--- src/rtl/stack_seq.sv ---
module stack_seq #(
  parameter logic [15:0] VEC_IRQ  = 16'hFFF2,
  parameter logic [15:0] VEC_SWI  = 16'hFFF6,
  parameter logic [15:0] VEC_TRAP = 16'hFFF8,
  parameter int          I_BIT    = 4
) (
  input  logic        clk,
  input  logic        rst_n,
  input  logic        req_valid,
  input  logic [2:0]  req_cmd,
  input  logic [15:0] req_target,
  input  logic        insn_end,
  input  logic        irq,
  input  logic        i_mask,
  input  logic [15:0] pc_in,
  input  logic [15:0] sp_in,
  input  logic [15:0] y_in,
  input  logic [15:0] x_in,
  input  logic [7:0]  a_in,
  input  logic [7:0]  b_in,
  input  logic [7:0]  cc_in,
  output logic [15:0] mem_addr,
  output logic [7:0]  mem_wdata,
  output logic        mem_we,
  output logic        mem_re,
  input  logic [7:0]  mem_rdata,
  output logic [15:0] pc_out,
  output logic        pc_load,
  output logic [15:0] sp_out,
  output logic        sp_load,
  output logic [15:0] y_out,
  output logic        y_load,
  output logic [15:0] x_out,
  output logic        x_load,
  output logic [7:0]  a_out,
  output logic        a_load,
  output logic [7:0]  b_out,
  output logic        b_load,
  output logic [7:0]  cc_out,
  output logic        cc_load,
  output logic        busy,
  output logic        done
);
  typedef enum logic [2:0] {S_IDLE, S_PUSH, S_POP, S_VEC, S_FIN} st_t;
  localparam logic [2:0] K_CALL = 3'd0, K_RET = 3'd1, K_SWI = 3'd2,
                         K_TRAP = 3'd3, K_RTI = 3'd4, K_IRQ = 3'd5;
  localparam logic [7:0] I_MASK_SET = 8'd1 << I_BIT;

  st_t         st;
  logic [2:0]  kind;
  logic [3:0]  step;
  logic [15:0] sp, tgt;
  logic [71:0] frm;

  wire take_req = (st == S_IDLE) && req_valid && (req_cmd <= K_RTI);
  wire take_irq = (st == S_IDLE) && !req_valid && insn_end && irq && !i_mask;
  wire is_int   = (kind == K_SWI) || (kind == K_TRAP) || (kind == K_IRQ);
  wire short_op = (kind == K_CALL) || (kind == K_RET);
  wire [3:0]  last  = short_op ? 4'd1 : 4'd8;
  wire [3:0]  slot  = last - step;
  wire [15:0] sp_dn = sp - 16'd1;
  wire [15:0] sp_up = sp + 16'd1;
  wire [15:0] vec   = (kind == K_SWI) ? VEC_SWI : (kind == K_TRAP) ? VEC_TRAP : VEC_IRQ;
  wire        fin   = (st == S_FIN);

  always_ff @(posedge clk) begin
    if (!rst_n) begin
      st   <= S_IDLE;
      kind <= K_CALL;
      step <= '0;
      sp   <= '0;
      tgt  <= '0;
      frm  <= '0;
    end else begin
      case (st)
        S_IDLE: if (take_req || take_irq) begin
          kind <= take_req ? req_cmd : K_IRQ;
          sp   <= sp_in;
          tgt  <= req_target;
          frm  <= {cc_in, b_in, a_in, x_in, y_in, pc_in};
          step <= '0;
          st   <= (take_req && (req_cmd == K_RET || req_cmd == K_RTI)) ? S_POP : S_PUSH;
        end
        S_PUSH: begin
          sp <= sp_dn;
          if (step == last) begin
            step <= '0;
            st   <= is_int ? S_VEC : S_FIN;
          end else begin
            step <= step + 4'd1;
          end
        end
        S_POP: begin
          frm[{slot, 3'b000} +: 8] <= mem_rdata;
          sp <= sp_up;
          if (step == last) begin
            step <= '0;
            st   <= S_FIN;
          end else begin
            step <= step + 4'd1;
          end
        end
        S_VEC: begin
          if (step == 4'd0) begin
            frm[15:8] <= mem_rdata;
            step      <= 4'd1;
          end else begin
            frm[7:0] <= mem_rdata;
            step     <= '0;
            st       <= S_FIN;
          end
        end
        default: st <= S_IDLE;
      endcase
    end
  end

  assign mem_we    = (st == S_PUSH);
  assign mem_re    = (st == S_POP) || (st == S_VEC);
  assign mem_addr  = (st == S_PUSH) ? sp_dn :
                     (st == S_POP)  ? sp :
                     (st == S_VEC)  ? vec + {15'd0, step[0]} : 16'd0;
  assign mem_wdata = (st == S_PUSH) ? frm[{step, 3'b000} +: 8] : 8'd0;

  assign busy    = (st != S_IDLE);
  assign done    = fin;
  assign pc_load = fin;
  assign sp_load = fin;
  assign pc_out  = (kind == K_CALL) ? tgt : frm[15:0];
  assign sp_out  = sp;
  assign y_out   = frm[31:16];
  assign x_out   = frm[47:32];
  assign a_out   = frm[55:48];
  assign b_out   = frm[63:56];
  assign cc_out  = (kind == K_RTI) ? frm[71:64] : (frm[71:64] | I_MASK_SET);
  assign y_load  = fin && (kind == K_RTI);
  assign x_load  = fin && (kind == K_RTI);
  assign a_load  = fin && (kind == K_RTI);
  assign b_load  = fin && (kind == K_RTI);
  assign cc_load = fin && ((kind == K_RTI) || is_int);
endmodule

--- config.mk ---
export PLATFORM = sky130hd
export DESIGN_NAME = stack_seq
export DESIGN_NICKNAME = d
export VERILOG_FILES = /design/src/rtl/stack_seq.sv
export SDC_FILE = /design/constraint.sdc
export NUM_CORES = 1
export LEC_CHECK = 0
export ABC_AREA = 1
export BUFFER_PORTS_ARGS = -buffer_cell sky130_fd_sc_hd__buf_2
export CAP_MARGIN = 20
export CORE_UTILIZATION = 49
export CTS_CLUSTER_SIZE = 20
export DETAILED_ROUTE_END_ITERATION = 7
export HOLD_SLACK_MARGIN = 0.06
export PLACE_DENSITY = 0.83
export RECOVER_POWER = 25
export SYNTH_ARGS = -nofsm -noshare
export SYNTH_HDL_FRONTEND = slang
export SYNTH_SLANG_ARGS = --single-unit
--- constraint.sdc ---
create_clock -name clk -period 3 [get_ports clk]
set_input_delay 0.3 -clock clk [delete_from_list [all_inputs] [get_ports clk]]
set_output_delay 0.3 -clock clk [all_outputs]
set_load 0.05 [all_outputs]
# --- Word level (Yosys, flattened, before mapping) ---
# Cells that the tools add are included.
totals:
  reg_bits: 114
  latchBits: 0
  ram_bits: 0
  romBits: 0
  inputBits: 121
  output_inout_bits: 123
  mem_count: 0
classes:
  n_addsub: 6
  n_mul: 0
  div_mod_pow: 0
  n_lt_le_gt_ge: 1
  n_eq_ne: 17
  shift: 3
  muxes: 29
  n_bitwise: 0
  n_reduce_logical: 34
ops:
  columns: ["op", "count"]
  rows:
  - ["one-hot mux 56 bit (2 select lines)", 1]
  - ["one-hot mux 16 bit (3 select lines)", 2]
  - ["two-way mux 16 bit", 5]
  - ["bitwise mux 72 bit", 1]
  - ["two-way mux 72 bit", 1]
  - ["variable shift 8 x 9 -> 72 bit (first input constant)", 1]
  - ["indexed part select 72 x 8 -> 8 bit", 1]
  - ["indexed part select 8 x 9 -> 72 bit", 1]
  - ["two-way mux 8 bit", 3]
  - ["two-way mux 4 bit", 5]
  - ["two-way mux 3 bit", 6]
  - ["adder 16 x 1 -> 16 bit (second input constant)", 1]
  - ["subtractor 16 x 1 -> 16 bit (second input constant)", 1]
  - ["== test 3 x 2 -> 1 bit (second input constant)", 4]
  - ["== test 3 bit (second input constant)", 4]
  - ["one-hot mux 3 bit (4 select lines)", 1]
  - ["one-hot mux 4 bit (3 select lines)", 1]
  - ["nonzero test 3 bit", 4]
  - ["== test 3 x 1 -> 1 bit (second input constant)", 3]
  - ["logical AND 1 bit", 9]
  - ["negator 7 -> 9 bit", 1]
  - ["AND reduction 2 bit", 4]
  - ["logical OR 1 bit", 7]
  - ["adder 5 x 2 -> 6 bit", 1]
  - ["other kinds (16)", 22]

# --- Longest topological paths before layout ---
# Gate-level depths: netlist of the first run.
depth:
  word_depth: 8
  mapped_depth: 22
  ltp_nobuf: 21

# --- Worst setup path before layout of the first run ---
# OpenSTA, ideal clock, no wires.
synth_path:
  path_type: "register -> output"
  start: "reg st[1]"
  end: "out b_load"
  arrival_time_ns: 2.596
  required_time_ns: 2.700
  setup_slack_ns: 0.104
  path_stages_with_launch: 4
  path_buffers: 1
  path_cell_list: "dfxtp_1 > nor3_1 > and3_1 > buf_4"
synth_via:
  elab_chain_cells: 2
synth_rtl:
  columns: ["item", "line_no", "rtl"]
  rows:
  - ["start: declaration", "49", "st_t st;"]
  - ["start signal: assignment", "82", "st <= (take_req && (req_cmd == K_RET || req_cmd == K_RTI)) ? S_POP : S_PUSH;"]
  - ["start signal: assignment", "88", "st <= is_int ? S_VEC : S_FIN;"]
  - ["== test 3 bit", "64", "wire fin = (st == S_FIN);"]
  - ["via done", "42", "output logic done"]
  - ["logical AND 1 bit", null, null]
  - ["end: declaration", "38", "output logic b_load,"]
# The timed path passes the listed nets, and every way through them passes these cells.

# --- Worst setup path in the final report of the first run ---
layout_path:
  start: "reg kind[1]"
  end: "reg frm[56]"
layout_via:
  elab_chain_cells: 8
layout_rtl:
  columns: ["item", "line_no", "rtl"]
  rows:
  - ["start: declaration", "50", "logic [2:0] kind;"]
  - ["start signal: assignment", "77", "kind <= take_req ? req_cmd : K_IRQ;"]
  - ["== test 3 x 1 -> 1 bit or zero test 3 bit (tied branches)", "58", "wire short_op = (kind == K_CALL) || (kind == K_RET);"]
  - ["logical OR 1 bit *", "58", null]
  - ["two-way mux 4 bit *", "59", "wire [3:0] last = short_op ? 4'd1 : 4'd8;"]
  - ["subtractor 4 bit *", "60", "wire [3:0] slot = last - step;"]
  - ["negator 7 -> 9 bit *", "94", "frm[{slot, 3'b000} +: 8] <= mem_rdata;"]
  - ["indexed part select 8 x 9 -> 72 bit or variable shift 8 x 9 -> 72 bit (tied branches)", "94", null]
  - ["bitwise mux 72 bit *", "94", null]
  - ["one-hot mux 56 bit (2 select lines) *", "75", "case (st)"]
  - ["end signal: assignment", "80", "frm <= {cc_in, b_in, a_in, x_in, y_in, pc_in};"]
  - ["end signal: indexed assignment", "94", null]
  - ["end: declaration", "53", "logic [71:0] frm;"]
# Mark *: on every way between the ends. The rest lies on a longest branch, timed or not.
# A chain may end at the register's enable or synchronous reset.

==> results of run 1 <==
## sequential cells by signal, indices dropped and copies added, names as in the netlist
register  count
tgt          16
st            3
kind          3
step          4
frm          72
sp_out       16
## worst reg2reg max path, cell delays in order, from the launching register on
cell,delay (ns)
dfxtp_2,0.34
nor2_2,0.18
nand2_2,0.09
nand2_2,0.10
inv_1,0.05
ha_1,0.20
inv_1,0.06
ha_2,0.30
ha_1,0.40
inv_1,0.16
nand2_1,0.21
nor3_1,0.34
nand2_1,0.12
o21ai_0,0.20
nor2_1,0.06
nor2_1,0.08
## placed cells by master (no fill, tap or decap), types with 4 or more instances in the layout
master	instances
nand3_1	129
clkbuf_1	58
buf_4	28
inv_1	141
ha_1	7
clkbuf_16	17
or2_2	10
nand3b_1	14
bufinv_16	5
nor2_2	8
nand2_2	10
a211oi_1	16
nor2_1	242
o221ai_1	4
o211ai_1	25
nand2_1	265
nor3_1	10
nand3_2	9
buf_2	185
nand2_4	8
o21ai_0	120
a31oi_1	7
a41oi_1	5
a21oi_1	89
nand3_4	4
inv_2	13
nor4_1	4
nand4_1	16
nor2_4	12
dfxtp_1	113
## per-stage QoR
stage	cell area [um^2]	total power (uW)
floorplan	8730	9940
global placement	9630	11600
CTS	10300	14000
detailed placement	9630	11700
finish	10500	14600
global route	10500	15400
## logic make-up (layout without fill, tap and decap cells)
logic type                 Yosys count  after routing  synth area share
and+or+nand+nor                    747            748             0.384
DFF                                114            114             0.261
adders and majority gates            9              9            0.0129
xor gates and xnor gates             3              3           0.00301
AOI/OAI and AO/OA                  279            279             0.182
buffers and inverters              287            465             0.156
## repair_timing
item                       4_1_cts  5_1_grt
cloned                           0        2
pin swaps                        0        7
setup buffers                    0       13
setup endpoints to repair        8       79
gates resized for setup          5       34
## metal layers
metal	routed length, um	track usage	part of all wire
met5	0	0	0
met4	1590	0.170	0.051
met3	3350	0.0643	0.11
met2	13900	0.514	0.44
met1	12500	0.432	0.40
## final cells by class
type / instances / share of cell area
multi-input combinational: 1039 / 0.498
sequential: 114 / 0.218
timing repair buffer: 277 / 0.138
inverter: 157 / 0.0569
clock buffer: 21 / 0.0449
tap: 225 / 0.0269
clock inverter: 10 / 0.0172
## power by group through the flow
stage | sequential, uW | combinational (uW) | clock, uW
floorplan | 2590 | 7340 | 0
global placement | 2480 | 9110 | 0
detailed placement | 2490 | 9220 | 0
CTS | 2470 | 9300 | 2270
global route | 2550 | 10500 | 2340
finish | 2510 | 9800 | 2290
## how the worst max path moves through the flow
stage / startpoint / endpoint / slack [ns]
final: kind[1]$_SDFFE_PN0P_ / frm[56]$_SDFFE_PN0P_ / 0.04
after detailed placement: kind[1]$_SDFFE_PN0P_ / frm[39]$_SDFFE_PN0P_ / -0.006
after floorplan: st[1]$_SDFFE_PN0P_ / b_load / 0.10
after global placement: kind[1]$_SDFFE_PN0P_ / frm[71]$_SDFFE_PN0P_ / 0.14
after CTS: kind[1]$_SDFFE_PN0P_ / frm[64]$_SDFFE_PN0P_ / 0.004
after global routing: kind[0]$_SDFFE_PN0P_ / frm[56]$_SDFFE_PN0P_ / -0.15
==> flow_summary.toml, run 1 <==
[synthesis]
postSynthAreaPerCell_um2 = 6.07
synth_top_area_frac = 0.261
yosysWarnings = 0
ys_ff_latch = 114
synth_cell_types = 41
synthTopCellsByArea = "dfxtp_1 26%, nand2_1 12%, nor2_1 11%"
seq_area_frac_synth = 0.261
synthTopCellsByCount = "269 x nand2_1, 248 x nor2_1, 142 x inv_1, 130 x nand3_1, 121 x o21ai_0"
yosys.area.top_type = "dfxtp_1"
synth-edff-count = 0
ys_async_sr_fraction = 0
synth_fp_nets = 1569
netlist_area_mm2 = 0.00873
synth_most_common_cell = "nand2_1"
synthCells = 1439
synthFlopType = "dfxtp_1"

[timing]
hold_viol = 0
finalCritPeriodShare = 0.987
rsz0062_at_grt = "true"
skew_ns = 0.0146
max_freq_mhz = 338
holdWs_ns = 0.120
worst_slew_pin_slew_ns = 0.868
worst_slack_ns = 0.0379
slew_viol_final = 0
setup_viol = 0
slew_headroom = 0.421
setup_tns_ns = 0
fin_crit_ns = 2.96

[cells_and_area]
fin_util = 0.603
fillers = 1650
diodes = 0
area_growth_pct = 20.0
seq_area_mm2 = 0.00228
nNetsFinal = 1736
multi_input_area_mm2 = 0.00522
final_cells = 1843
drive_above_1_share = 0.210

[power_and_ir_drop]
p_sw_uw = 8520
sequentialPowerShare = 0.172
switching_share = 0.583
power_density_mw_per_mm2 = 1390
leakage_uw = 0.00512
power.share.clock = 0.157
comb_power_share = 0.672
p_int_uw = 6080
ir_drop_v = 0.000904

[grt]
grt_pass1_vias = 8991
grt_max_degree = 86
grt_util_all_layers = 0.330
grt_pass1_wl_mm = 46.8
globalRouteOverflowTotal = 0
antenna_found_initial = 0

[setup_path]
cp_max_fo = 8
crit_path_max_incr_delay_ns = 0.40
cp.required_ns = 3.37
crit_family = "simple AND/OR/NAND/NOR gates"
critPathSlowestCell = "ha_1"
r2r_slack_ns = 0.04
crit_type = "reg -> reg"
path_common_cell = "inv_1"
critPathBufInv = 3
cp_data_arrival_time_ns = 3.33
r2r_start = "kind[1]$_SDFFE_PN0P_"
startpoint_type = "flop"
worstReg2RegEnd = "frm[56]$_SDFFE_PN0P_"
rr_worst_depth = 15
cp-end-kind = "flop"
crit_cells = 15
crit_chain = "nor2_2, nand2_2, nand2_2, inv_1, ha_1, inv_1, ha_2, ha_1, inv_1, nand2_1, nor3_1, nand2_1, o21ai_0, nor2_1, nor2_1"

[clocking]
holdBufCountCts = 0
cts_sinks = 114
clkTransAtPathRegs_ns = 0.06
clock_latency_ns = 0.44
clockBufferDepth = 2
htreeDepth = 4
cts_tree = "built"
cts_made_buffers = 17
cts_root_buf = "clkbuf_16"

[die]
core_area_mm2 = 0.0174
ioPinCount = 244
die_width_um = 135
dieArea_mm2 = 0.0184
dieHeight_um = 135
num_rows = 48
start_util = 0.503

[drt]
wirelength_mm = 31.3
wl_per_cell_um = 17.0
drcViolationCount = 0
drtPass1Iterations = 6
vias_per_cell = 5.70
num_vias = 10506
drt_iter0_markers = 1274
antenna_left = 0

[place]
dp_hpwl_mm = 22.7
dp_cells = 1797
gp_congestion = 1.02
io_buffers = 243
place_ws_ns = -0.00627

[min_path]
holdPathEnd = "tgt[10]$_SDFFE_PN0P_"
hold-path-cell-count = 3
hp-class = "in -> reg"
min_from = "req_target[10]"

[outcome]
status = "finished clean"

[run]
timing.max_cap.violations = 0
No activity file was read; power rests on OpenSTA's default activity.
==> run 2: changes to the inputs <==
Settings changed: CORE_UTILIZATION 49 to 54, PLACE_DENSITY 0.83 to 0.86.
Clock period 3 ns to 3.38 ns, I/O delays scaled along.
==> run 2 against run 1 <==
Flip-flop and latch count stayed put. Die area is 9.1% lower. Largest cell class unchanged. Sequential share of layout area increased by 0.68 points. Critical endpoint is now frm[44]$_SDFFE_PN0P_. Power shrank 15%. Worst setup slack better by 0.29 ns. Via count decreased by 1.6%. Critical path depth up 6. Hold slack improved by 0.029 ns. Clock-buffer cell count shrank 3.
==> flow_summary.toml, run 2 (synthesis gave the netlist of run 1 again) <==
[setup_path]
cp_max_fo = 10
cp-end-kind = "flop"
rr_worst_depth = 21
r2r_start = "kind[2]$_SDFFE_PN0P_"
critPathBufInv = 7
path_common_cell = "inv_1"
crit_chain = "inv_2, nand3_1, nand2_2, inv_1, ha_1, inv_1, ha_1, inv_1, ha_1, inv_1, nor2_2, nand2_2, nand2_2, inv_1, nor2_4, buf_4, nand2_1, nand2_1, nand2_1, nor2_1, nor2_1"
crit_path_max_incr_delay_ns = 0.38
r2r_slack_ns = 0.33
cp_data_arrival_time_ns = 3.37
startpoint_type = "flop"
crit_family = "simple AND/OR/NAND/NOR gates"
cp.required_ns = 3.70
crit_type = "reg -> reg"
critPathSlowestCell = "dfxtp_1"
worstReg2RegEnd = "frm[44]$_SDFFE_PN0P_"

[min_path]
hp-class = "in -> reg"
min_from = "req_target[5]"
hold-path-cell-count = 3
holdPathEnd = "tgt[5]$_SDFFE_PN0P_"

[grt]
grt_util_all_layers = 0.362
grt_pass1_vias = 9084
grt_pass1_wl_mm = 46.6
antenna_found_initial = 0
grt_max_degree = 57
globalRouteOverflowTotal = 0

[timing]
worst_slew_pin_slew_ns = 0.904
finalCritPeriodShare = 0.902
slew_headroom = 0.397
skew_ns = 0.0104
slew_viol_final = 0
hold_viol = 0
setup_viol = 0
setup_tns_ns = 0
fin_crit_ns = 3.05
rsz0062_at_grt = "false"
max_freq_mhz = 328
worst_slack_ns = 0.333

[drt]
drtPass1Iterations = 7
drcViolationCount = 0
wl_per_cell_um = 16.9
antenna_left = 0
num_vias = 10333
vias_per_cell = 5.67
drt_iter0_markers = 1368
wirelength_mm = 30.8

[die]
dieHeight_um = 129
ioPinCount = 244
start_util = 0.552
die_width_um = 129
core_area_mm2 = 0.0158
num_rows = 46
dieArea_mm2 = 0.0167

[power_and_ir_drop]
power_density_mw_per_mm2 = 1230
leakage_uw = 0.00497
ir_drop_v = 0.000704

[cells_and_area]
regMostFlops = "frm"
fillers = 1552
diodes = 0
nNetsFinal = 1722
seq_area_mm2 = 0.00228
largest_reg_flops = 72
multi_input_area_mm2 = 0.00510
drive_above_1_share = 0.192
final_cells = 1821
final_cell_mix = "268 x nand2_1, 247 x nor2_1, 184 x buf_2, 142 x inv_1, 130 x nand3_1"
final_common_cell = "nand2_1"
fin_util = 0.642
area_growth_pct = 16.4

[clocking]
cts_tree = "built"
cts_sinks = 114
htreeDepth = 4
cts-resized-gates = 0
cts_made_buffers = 17
clkTransAtPathRegs_ns = 0.06
post-cts-setup-buffers = 0
holdBufCountCts = 0
clock_latency_ns = 0.43
clockBufferDepth = 2
cts_root_buf = "clkbuf_16"

[place]
io_buffers = 243
dp_cells = 1789
gp_congestion = 0.972
place_ws_ns = 0.355
dp_hpwl_mm = 22.6

[outcome]
status = "finished clean"

[run]
timing.max_cap.violations = 0
[run 2: per-layer routing]
layer,vias up,part of all wire,global-route usage
met2,696,0.44,0.571
met5,-,0,0
met4,0,0.043,0.181
met3,108,0.11,0.0921
met1,4558,0.40,0.460
li1,4971,-,-
[run 2: how the worst max path moves through the flow]
stage                         start                    to  slack (ns)  depth (start not counted)
3_3_place_gp   kind[1]$_SDFFE_PN0P_  frm[40]$_SDFFE_PN0P_        0.49                         21
3_5_place_dp   kind[1]$_SDFFE_PN0P_  frm[46]$_SDFFE_PN0P_        0.36                         21
2_1_floorplan    st[1]$_SDFFE_PN0P_                b_load        0.45                          3
5_1_grt        kind[2]$_SDFFE_PN0P_  frm[43]$_SDFFE_PN0P_        0.03                         21
6_report       kind[2]$_SDFFE_PN0P_  frm[44]$_SDFFE_PN0P_        0.33                         21
4_1_cts        kind[1]$_SDFFE_PN0P_  frm[43]$_SDFFE_PN0P_        0.32                         21
[run 2: worst register-to-register path: cells and delay by family, from the launching register on]
family / cells / cell delay (ns)
buf+inv: 7 / 0.61
fa+ha+maj: 3 / 0.71
simple gates: 11 / 1.20
flops: 1 / 0.38
[run 2: area by class of cell]
type,instances,share of cell area
inverters,157,0.0580
repair buffers,264,0.128
well taps,216,0.0266
multi-input cells,1038,0.502
flip-flops and latches,114,0.225
clock inverters,14,0.0176
clock buffers,18,0.0432
[run 2: report_power, final]
group | internal (uW) | switching (uW)
registers | 1790 | 430
logic | 2060 | 6290
clock network | 1190 | 724
total | 5040 | 7440
[run 2: metrics by stage]
| step | area, um^2 | hold WS [ns] | power [uW] |
|---|---|---|---|
| finish | 10200 | 0.149 | 12500 |
| global route | 10200 | 0.169 | 13200 |
| detailed placement | 9610 | 0.471 | 10400 |
| global placement | 9610 | 0.463 | 10300 |
| floorplan | 8730 | 0.455 | 8820 |
| CTS | 10200 | 0.150 | 12300 |
==> run 3: changes to the inputs <==
Settings changed: ABC_AREA 1 to not set, CORE_ASPECT_RATIO set to 1.2.
==> run 3 against run 2 <==
Fmax fell by 6.5%. Power fell by 14%. Routed wire length fell by 0.44%. Critical endpoint is now mem_addr[11].
==> flow_summary.toml, run 3 <==
[synthesis]
ys_ff_latch = 114
ys_async_sr_fraction = 0
synth_fp_nets = 1259
yosys.area.top_type = "dfxtp_1"
postSynthAreaPerCell_um2 = 7.67
synth_top_area_frac = 0.263
netlist_area_mm2 = 0.00866
synth_top_family_by_area = "compound AO/OA/AOI/OAI gates"
synthFlopType = "dfxtp_1"
synthXorXnorAreaFrac = 0.0172
synth_cell_types = 77
synth_most_common_cell = "nand2_1"
yosysWarnings = 0
synthCells = 1129
synthSimpleGateAreaFrac = 0.201
synthMuxAreaShare = 0.0868
synthTopCellsByCount = "136 x nand2_1, 114 x dfxtp_1, 91 x clkbuf_1, 84 x o21ai_0, 63 x a21oi_1"
synth_compound_area_frac = 0.295
synthTopCellsByArea = "dfxtp_1 26%, nand2_1 5.9%, buf_4 5.3%"
synthAdderAreaFrac = 0.0130
seq_area_frac_synth = 0.263
synth-edff-count = 0

[clocking]
clock_latency_ns = 0.43
holdBufCountCts = 0
clkTransAtPathRegs_ns = 0.06
cts_root_buf = "clkbuf_16"
post-cts-setup-buffers = 0
cts_made_buffers = 17
htreeDepth = 4
cts_sinks = 114
cts-resized-gates = 0
clockBufferDepth = 2
cts_tree = "built"

[cells_and_area]
regMostFlops = "frm"
final_common_cell = "buf_2"
largest_reg_flops = 72
nNetsFinal = 1400
drive_above_1_share = 0.250
fillers = 1339
final_cell_area_mm2 = 0.0102
area_growth_pct = 18.2
final_cell_mix = "184 x buf_2, 136 x nand2_1, 113 x dfxtp_1, 84 x o21ai_0, 61 x a21oi_1"

[setup_path]
worstReg2RegEnd = "frm[32]$_SDFFE_PN0P_"
path_common_cell = "or4_4"
crit_type = "reg -> out"
crit_chain = "or4_4, or3_4, or4_4, a21o_1, a21oi_2, clkbuf_4"
cp_data_arrival_time_ns = 2.92
startpoint_type = "flop"
cp_max_fo = 11
r2r_start = "kind[1]$_SDFFE_PN0P_"
rr_worst_depth = 9
cp-end-kind = "output port"
critPathBufInv = 1
crit_family = "simple AND/OR/NAND/NOR gates"
crit_path_max_incr_delay_ns = 0.60
critPathSlowestCell = "or4_4"
cp.required_ns = 3.04
r2r_slack_ns = 0.28

[timing]
slew_headroom = 0.347
max_freq_mhz = 307
setup_tns_ns = 0
worst_slack_ns = 0.122
slew_viol_final = 0
hold_viol = 0
rsz0062_at_grt = "false"
worst_slew_pin_slew_ns = 0.978
fin_crit_ns = 3.26
skew_ns = 0.00792
setup_viol = 0
finalCritPeriodShare = 0.964

[min_path]
min_from = "req_target[14]"
holdPathEnd = "tgt[14]$_SDFFE_PN0P_"
hold-path-cell-count = 3
hp-class = "in -> reg"

[grt]
grt_max_degree = 51
grt_pass1_vias = 8874
grt_util_all_layers = 0.361
top_usage_layer = "met2"
global_route.usage.met1 = 0.465
grt_util_met3 = 0.0748
grt_pass1_wl_mm = 47.3
globalRouteOverflowTotal = 0
grt.met2_usage = 0.552
antenna_found_initial = 2

[power_and_ir_drop]
leakage_uw = 0.00429
ir_drop_v = 0.000572
power_density_mw_per_mm2 = 1050

[drt]
drt_iter0_markers = 1367
drtPass1Iterations = 6
antenna_left = 0
vias_per_cell = 6.70
wl_per_cell_um = 20.5
drcViolationCount = 0
num_vias = 9994
wirelength_mm = 30.7

[die]
num_rows = 50
start_util = 0.554
ioPinCount = 244
core_area_mm2 = 0.0156
dieArea_mm2 = 0.0166
die_width_um = 118
dieHeight_um = 141

[outcome]
status = "finished clean"

[place]
gp_congestion = 1.01
postPlaceCellArea_mm2 = 0.00964
dp_hpwl_mm = 21.6
io_buffers = 243
place_ws_ns = 0.207

[run]
timing.max_cap.violations = 0
run 3: cells by family (layout without fill, tap and decap cells):
family,count (synthesis),after routing
adders and majority gates,9,9
other,0,2
buffers and inverters,217,370
muxes,54,54
AOI/OAI and AO/OA,366,366
xor gates and xnor gates,12,12
and+or+nand+nor,357,357
DFF,114,114
run 3: tightest hold or removal path: cells and delay by family:
kind	cells	cell delay (ns)
AO/OA/AOI/OAI	1	0.05
AND/OR/NAND/NOR	1	0.04
buffers and inverters	1	0.09
run 3: worst max path at each step:
stage	start	endpoint	cells past startpoint	slack (ns)
detailed placement	kind[1]$_SDFFE_PN0P_	frm[11]$_SDFFE_PN0P_	11	0.21
finish	sp_out[6]$_SDFFE_PN0P_	mem_addr[11]	6	0.12
global placement	kind[1]$_SDFFE_PN0P_	frm[12]$_SDFFE_PN0P_	11	0.34
global route	sp_out[0]$_SDFFE_PN0P_	mem_addr[8]	8	0.007
CTS	sp_out[5]$_SDFFE_PN0P_	mem_addr[11]	6	0.05
floorplan	sp_out[6]$_SDFFE_PN0P_	mem_addr[11]	8	0.16
run 3: stage by stage:
| stage | instances | utilization | hold slack, ns | total power [uW] |
|---|---|---|---|---|
| after CTS | 1490 | 0.658 | 0.145 | 10600 |
| after detailed placement | 1459 | 0.616 | 0.447 | 8570 |
| after global placement | 1459 | 0.616 | 0.438 | 8450 |
| after floorplan | 1129 | - | 0.433 | 7240 |
| final | 1492 | 0.655 | 0.146 | 10800 |
| after global routing | 1492 | 0.655 | 0.156 | 11200 |
run 3: area by class of cell:
cell class | instances | area (um^2) | area share
flip-flops and latches | 114 | 2280 | 0.223
repair buffers | 290 | 1500 | 0.146
multi-input cells | 798 | 5350 | 0.522
inverters | 49 | 184 | 0.0180
clock buffers | 22 | 484 | 0.0473
diodes | 2 | 5.00 | 0.000489
clock inverters | 9 | 176 | 0.0172
well taps | 208 | 260 | 0.0254
run 3: routing by layer:
metal	routed length [um]	vias to the layer above
li1	-	4448
met1	11300	4541
met2	13400	836
met5	0	-
met3	3950	169
met4	1970	0
run 3: report_power, final:
group | internal [uW] | switching [uW] | leakage, uW
logic | 1960 | 4420 | 0.00303
registers | 1760 | 567 | 0.000937
clock network | 1380 | 675 | 0.000322
total | 5090 | 5660 | 0.00429
